==> config.mk <==
export PLATFORM = sky130hd
export DESIGN_NAME = irq_pend_ctrl
export DESIGN_NICKNAME = d
export VERILOG_FILES = /design/src/rtl/irq_pkg.sv /design/src/rtl/irq_sync.sv /design/src/rtl/irq_edge_det.sv /design/src/rtl/irq_prio_enc.sv /design/src/rtl/irq_pend_ctrl.sv
export SDC_FILE = /design/constraint.sdc
export NUM_CORES = 1
export LEC_CHECK = 0
export BUFFER_PORTS_ARGS = -buffer_cell sky130_fd_sc_hd__buf_4
export CAP_MARGIN = 0
export CORE_ASPECT_RATIO = 1.25
export CORE_UTILIZATION = 46
export CTS_CLUSTER_SIZE = 14
export DETAILED_ROUTE_END_ITERATION = 10
export PLACE_DENSITY = 0.76
export SYNTH_ARGS = -nofsm -noshare
export SYNTH_HDL_FRONTEND = slang
export SYNTH_SLANG_ARGS = --single-unit
==> constraint.sdc <==
create_clock -name clk -period 1.54 [get_ports clk]
set_input_delay 0.385 -clock clk [delete_from_list [all_inputs] [get_ports clk]]
set_output_delay 0.385 -clock clk [all_outputs]
set_load 0.01 [all_outputs]
==> src/rtl/irq_pkg.sv <==
package irq_pkg;
    localparam int GIE_BIT   = 0;
    localparam int NUM_EDGE  = 3;
    localparam int LVL_BIT   = 4;
    localparam int FIRST_EVT = 5;
    localparam logic SEL_PEND = 1'b0;
    localparam logic SEL_EN   = 1'b1;
endpackage

==> src/rtl/irq_sync.sv <==
module irq_sync #(
    parameter int WIDTH = 4,
    parameter int STAGES = 2,
    parameter logic [WIDTH-1:0] RST_VAL = '0
) (
    input  logic             clk,
    input  logic             rst,
    input  logic [WIDTH-1:0] din,
    output logic [WIDTH-1:0] dout
);
    logic [WIDTH-1:0] stage_q [STAGES];

    always_ff @(posedge clk) begin
        if (rst) begin
            for (int s = 0; s < STAGES; s++) stage_q[s] <= RST_VAL;
        end else begin
            stage_q[0] <= din;
            for (int s = 1; s < STAGES; s++) stage_q[s] <= stage_q[s-1];
        end
    end

    assign dout = stage_q[STAGES-1];
endmodule

==> src/rtl/irq_edge_det.sv <==
module irq_edge_det #(
    parameter int WIDTH = 3
) (
    input  logic             clk,
    input  logic             rst,
    input  logic [WIDTH-1:0] lvl,
    output logic [WIDTH-1:0] rise
);
    logic [WIDTH-1:0] prev_q;

    always_ff @(posedge clk) begin
        if (rst) prev_q <= '0;
        else     prev_q <= lvl;
    end

    assign rise = lvl & ~prev_q;
endmodule

==> src/rtl/irq_prio_enc.sv <==
module irq_prio_enc #(
    parameter int WIDTH = 9,
    localparam int IDX_W = $clog2(WIDTH)
) (
    input  logic [WIDTH-1:0] req_vec,
    output logic             valid,
    output logic [IDX_W-1:0] idx
);
    always_comb begin
        valid = 1'b0;
        idx   = '0;
        for (int i = WIDTH - 1; i >= 1; i--) begin
            if (req_vec[i]) begin
                valid = 1'b1;
                idx   = IDX_W'(i);
            end
        end
    end
endmodule

==> src/rtl/irq_pend_ctrl.sv <==
module irq_pend_ctrl
    import irq_pkg::*;
#(
    parameter int NUM_EVT = 4,
    parameter int SYNC_STAGES = 2,
    localparam int W = FIRST_EVT + NUM_EVT,
    localparam int IDX_W = $clog2(W)
) (
    input  logic               clk,
    input  logic               rst,
    input  logic [NUM_EDGE-1:0] ext_edge_in,
    input  logic               ext_lvl_n,
    input  logic [NUM_EVT-1:0] evt_pulse,
    input  logic               start_halted,
    input  logic               wr_en,
    input  logic               wr_sel,
    input  logic [W-1:0]       wr_data,
    output logic [W-1:0]       pend_out,
    output logic [W-1:0]       en_out,
    output logic               irq_req,
    output logic [IDX_W-1:0]   irq_idx,
    output logic               halted
);
    typedef struct packed {
        logic [W-1:0] pend;
        logic [W-1:0] en;
        logic         halted;
    } ctrl_t;

    ctrl_t cur_q, nxt_d;

    logic [NUM_EDGE:0]   sync_s;
    logic [NUM_EDGE-1:0] rise_s;
    logic                lvl_act_s;
    logic [W-1:0]        set_vec, clr_vec, live_vec, low_mask;
    logic                enc_valid;

    irq_sync #(
        .WIDTH(NUM_EDGE + 1),
        .STAGES(SYNC_STAGES),
        .RST_VAL({1'b1, {NUM_EDGE{1'b0}}})
    ) u_sync (
        .clk(clk),
        .rst(rst),
        .din({ext_lvl_n, ext_edge_in}),
        .dout(sync_s)
    );

    irq_edge_det #(.WIDTH(NUM_EDGE)) u_edge (
        .clk(clk),
        .rst(rst),
        .lvl(sync_s[NUM_EDGE-1:0]),
        .rise(rise_s)
    );

    assign lvl_act_s = ~sync_s[NUM_EDGE];

    always_comb begin
        nxt_d   = cur_q;
        set_vec = '0;
        for (int i = 0; i < NUM_EDGE; i++) set_vec[i+1] = rise_s[i];
        if (cur_q.halted && rise_s[NUM_EDGE-1]) begin
            set_vec[NUM_EDGE] = 1'b0;
            nxt_d.halted      = 1'b0;
        end
        set_vec[LVL_BIT]            = lvl_act_s;
        set_vec[W-1:FIRST_EVT]      = evt_pulse;
        clr_vec = (wr_en && wr_sel == SEL_PEND) ? wr_data : '0;
        clr_vec[GIE_BIT] = 1'b0;
        nxt_d.pend = (cur_q.pend & ~clr_vec) | set_vec;
        if (wr_en && wr_sel == SEL_EN) nxt_d.en = wr_data;
    end

    always_ff @(posedge clk) begin
        if (rst) begin
            cur_q.pend   <= '0;
            cur_q.en     <= '0;
            cur_q.halted <= start_halted;
        end else begin
            cur_q <= nxt_d;
        end
    end

    always_comb begin
        live_vec = cur_q.pend & cur_q.en & {W{cur_q.en[GIE_BIT]}};
        live_vec[GIE_BIT] = 1'b0;
    end

    irq_prio_enc #(.WIDTH(W)) u_enc (
        .req_vec(live_vec),
        .valid(enc_valid),
        .idx(irq_idx)
    );

    assign irq_req  = enc_valid;
    assign pend_out = cur_q.pend;
    assign en_out   = cur_q.en;
    assign halted   = cur_q.halted;

    assign low_mask = ((W'(1) << irq_idx) - W'(1)) & ~W'(1);


    edge_sets_pend_chk: assert property (@(posedge clk) disable iff (rst)
        rise_s[0] |=> cur_q.pend[1]);

    lvl_holds_pend_chk: assert property (@(posedge clk) disable iff (rst)
        lvl_act_s |=> cur_q.pend[LVL_BIT]);

    clear_takes_chk: assert property (@(posedge clk) disable iff (rst)
        (wr_en && wr_sel == SEL_PEND && wr_data[FIRST_EVT] && !evt_pulse[0])
        |=> !cur_q.pend[FIRST_EVT]);

    set_wins_chk: assert property (@(posedge clk) disable iff (rst)
        (evt_pulse[0] && wr_en && wr_sel == SEL_PEND && wr_data[FIRST_EVT])
        |=> cur_q.pend[FIRST_EVT]);

    req_needs_gie_chk: assert property (@(posedge clk) disable iff (rst)
        irq_req |-> cur_q.en[GIE_BIT]);

    idx_is_live_chk: assert property (@(posedge clk) disable iff (rst)
        irq_req |-> (cur_q.pend[irq_idx] && cur_q.en[irq_idx] && irq_idx != '0));

    idx_is_highest_chk: assert property (@(posedge clk) disable iff (rst)
        irq_req |-> ((cur_q.pend & cur_q.en & low_mask) == '0));

    halt_release_chk: assert property (@(posedge clk) disable iff (rst)
        (cur_q.halted && rise_s[NUM_EDGE-1]) |=> (!cur_q.halted && !cur_q.pend[NUM_EDGE]));

    halt_no_reentry_chk: assert property (@(posedge clk) disable iff (rst)
        !cur_q.halted |=> !cur_q.halted);
endmodule

==> impl_metrics.yaml <==
setup_path:
  crit_path_end_kind: "output port"
  critPathArrivalTime_ns: 1.35
  worstSetupStartpointType: "flop"
  worstRegToRegCells: 1
  path_max_fanout: 4
  required_ns: 1.15
  path_class: "flop to output port"
yosys:
  synth_cells: 128
  synth.top_cells.by_area: "dfxtp_1, a21oi_1, nor2b_1, nand3_1, nand2_1"
  seq_area_frac_synth: 0.512
  synth_edf_count: 1
  synth.most_common_cell: "dfxtp_1"
  synth_area_sq_mm: 0.00115
  ys.flop_type: "dfxtp_1"
  synth_area_per_cell_sq_um: 9.01
  yosysWarningCount: 0
  synth_seq_cells: 29
  synth.largest_area_cell: "dfxtp_1"
  syn-num-nets: 150
  yosysTopAreaCellShare: 0.486
  async_flop_share: 0
  synth.distinct_cells: 30
  ys_top_cells_by_count: "dfxtp_1, a21oi_1, nand2_1, nand3_1, nor2b_1"
timing:
  fmax_mhz: 576
  fin_crit_sh: 1.13
  fin_hold_ws_ns: 0.251
  rsz0062_at_grt: "true"
  tns_ns: -0.854
  fin_ws_ns: -0.196
  maxSlewViolCount: 0
  hold_viol: 0
  setup-violations-final: 5
  period_needed_ns: 1.74
  fin_skew_ns: 0.00691
worst_hold_path:
  min_path_type: "input port to flop"
  min_path_cells: 2
floorplanning:
  io_pins: 46
  core_sq_mm: 0.00228
  rows: 19
  die_w_um: 46.8
  dieArea_sq_mm: 0.00271
  die-height_um: 58.0
  start_util: 0.505
route:
  drc: 0
  drtPass1Iterations: 4
  drt_first_iter_violations: 20
  drt-total-wl_um: 2680
  vias_per_cell: 5.19
  wl_per_cell_um: 12.8
  dr_total_vias: 1084
  drtAntennaViolNets: 0
final_layout:
  utilization: 0.707
  drive_above_1_share: 0.421
  postLayoutCellArea_sq_mm: 0.00161
  seq_area_sq_um: 611
  area_delta_synth_final_pct: 39.8
  nets: 199
  fill_cells: 194
  multi_input_area_sq_um: 528
  instances_no_fill: 209
  diodes: 0
placed_design:
  hpwl_um: 1790
  gp_congestion: 0.772
  dp.cells: 198
  place_area_sq_mm: 0.00149
  portBuffers: 44
grt:
  grt_overflow: 0
  grt_use_total: 0.219
  antenna_found_initial: 0
  grt_pass1_wl_um: 4160
  first_global_vias: 995
  grt_max_degree: 31
outcome:
  status: "complete, but fails checks"
  violations: "negative setup slack"
cts:
  clkLatencyLatePin_ns: 0.32
  numCtsBuffers: 5
  cts_max_level: 2
  clockBufferDepth: 2
  cts_root_buf: "clkbuf_4"
  cts_tree: "yes"
  clk_pin_slew_worst_paths_ns: 0.09
  cts_sinks: 29
pwr:
  p_leak_nw: 0.738
  ir_drop_uv: 853
  power_density_mw_per_mm2: 896
run:
  drv_cap: 0
## placed cells by master (no fill, tap or decap), types with 5 or more instances in the layout
| cell type | synthesis | routed |
|---|---|---|
| dfxtp_2 | 0 | 7 |
| nand2_1 | 13 | 12 |
| inv_1 | 7 | 7 |
| buf_4 | 1 | 48 |
| nor2_1 | 5 | 5 |
| nand3_1 | 10 | 10 |
| nor2b_1 | 10 | 10 |
| dfxtp_1 | 28 | 18 |
| clkbuf_4 | 0 | 5 |
| a21oi_1 | 17 | 17 |
## layout make-up
cell class,count,area share
clock buffers,8,0.0303
inverters,7,0.0163
multi-input cells,86,0.327
flip-flops and latches,29,0.379
well taps,31,0.0240
repair buffers,48,0.223
## per-layer routing
layer,up-vias,track usage,wire [um]
met5,-,0,0
met4,0,0.110,68
met3,8,0.0872,155
met2,41,0.377,1420
met1,504,0.219,1030
li1,531,-,-
## state kept, by name, indices dropped and copies added (netlist names)
| signal | flops |
|---|---|
| halted | 1 |
| pend_out | 8 |
| u_edge.prev_q | 3 |
| en_out | 9 |
| u_sync.stage_q | 8 |
## critical path: stages, from the launching register on
cell and delay (ns):
dfxtp_4 0.38, nand2_4 0.06, a31o_2 0.26, nor3_2 0.18, buf_4 0.15
## worst paths after layout
kind                        start                   end  slack (ns)
max                   pend_out[1]            irq_idx[0]       -0.20
min reg2reg  u_sync.stage_q[0][7]           pend_out[4]        0.41
max reg2reg                halted                halted        0.63
min                     ext_lvl_n  u_sync.stage_q[0][3]        0.25
## kinds of logic after synthesis
group	after synthesis	share of synthesized area
AND/OR/NAND/NOR	55	0.260
AO/OA/AOI/OAI	30	0.170
flip-flops	29	0.512
buffers and inverters	13	0.0542
other	1	0.00325
## metrics by stage
step	worst slack [ns]	total power, mW
final	-0.196	1.44
after global placement	0.115	1.02
after CTS	-0.203	1.46
after global routing	-0.253	1.52
after detailed placement	0.0617	1.03
after floorplan	0.108	0.927
## power by group
group | switching [mW] | internal [mW]
clock | 0.242 | 0.181
sequential | 0.0332 | 0.791
combinational | 0.0901 | 0.108
total | 0.365 | 1.08
## timing repair
item,in CTS,in global routing
hold buffers,0,0
hold endpoints to repair,0,0
pin swaps,7,2
resized for setup,13,5
setup buffers,2,1
endpoints found under the setup margin,5,5
gates cloned,0,0
Note: power is estimated with default switching activity, not from simulation.
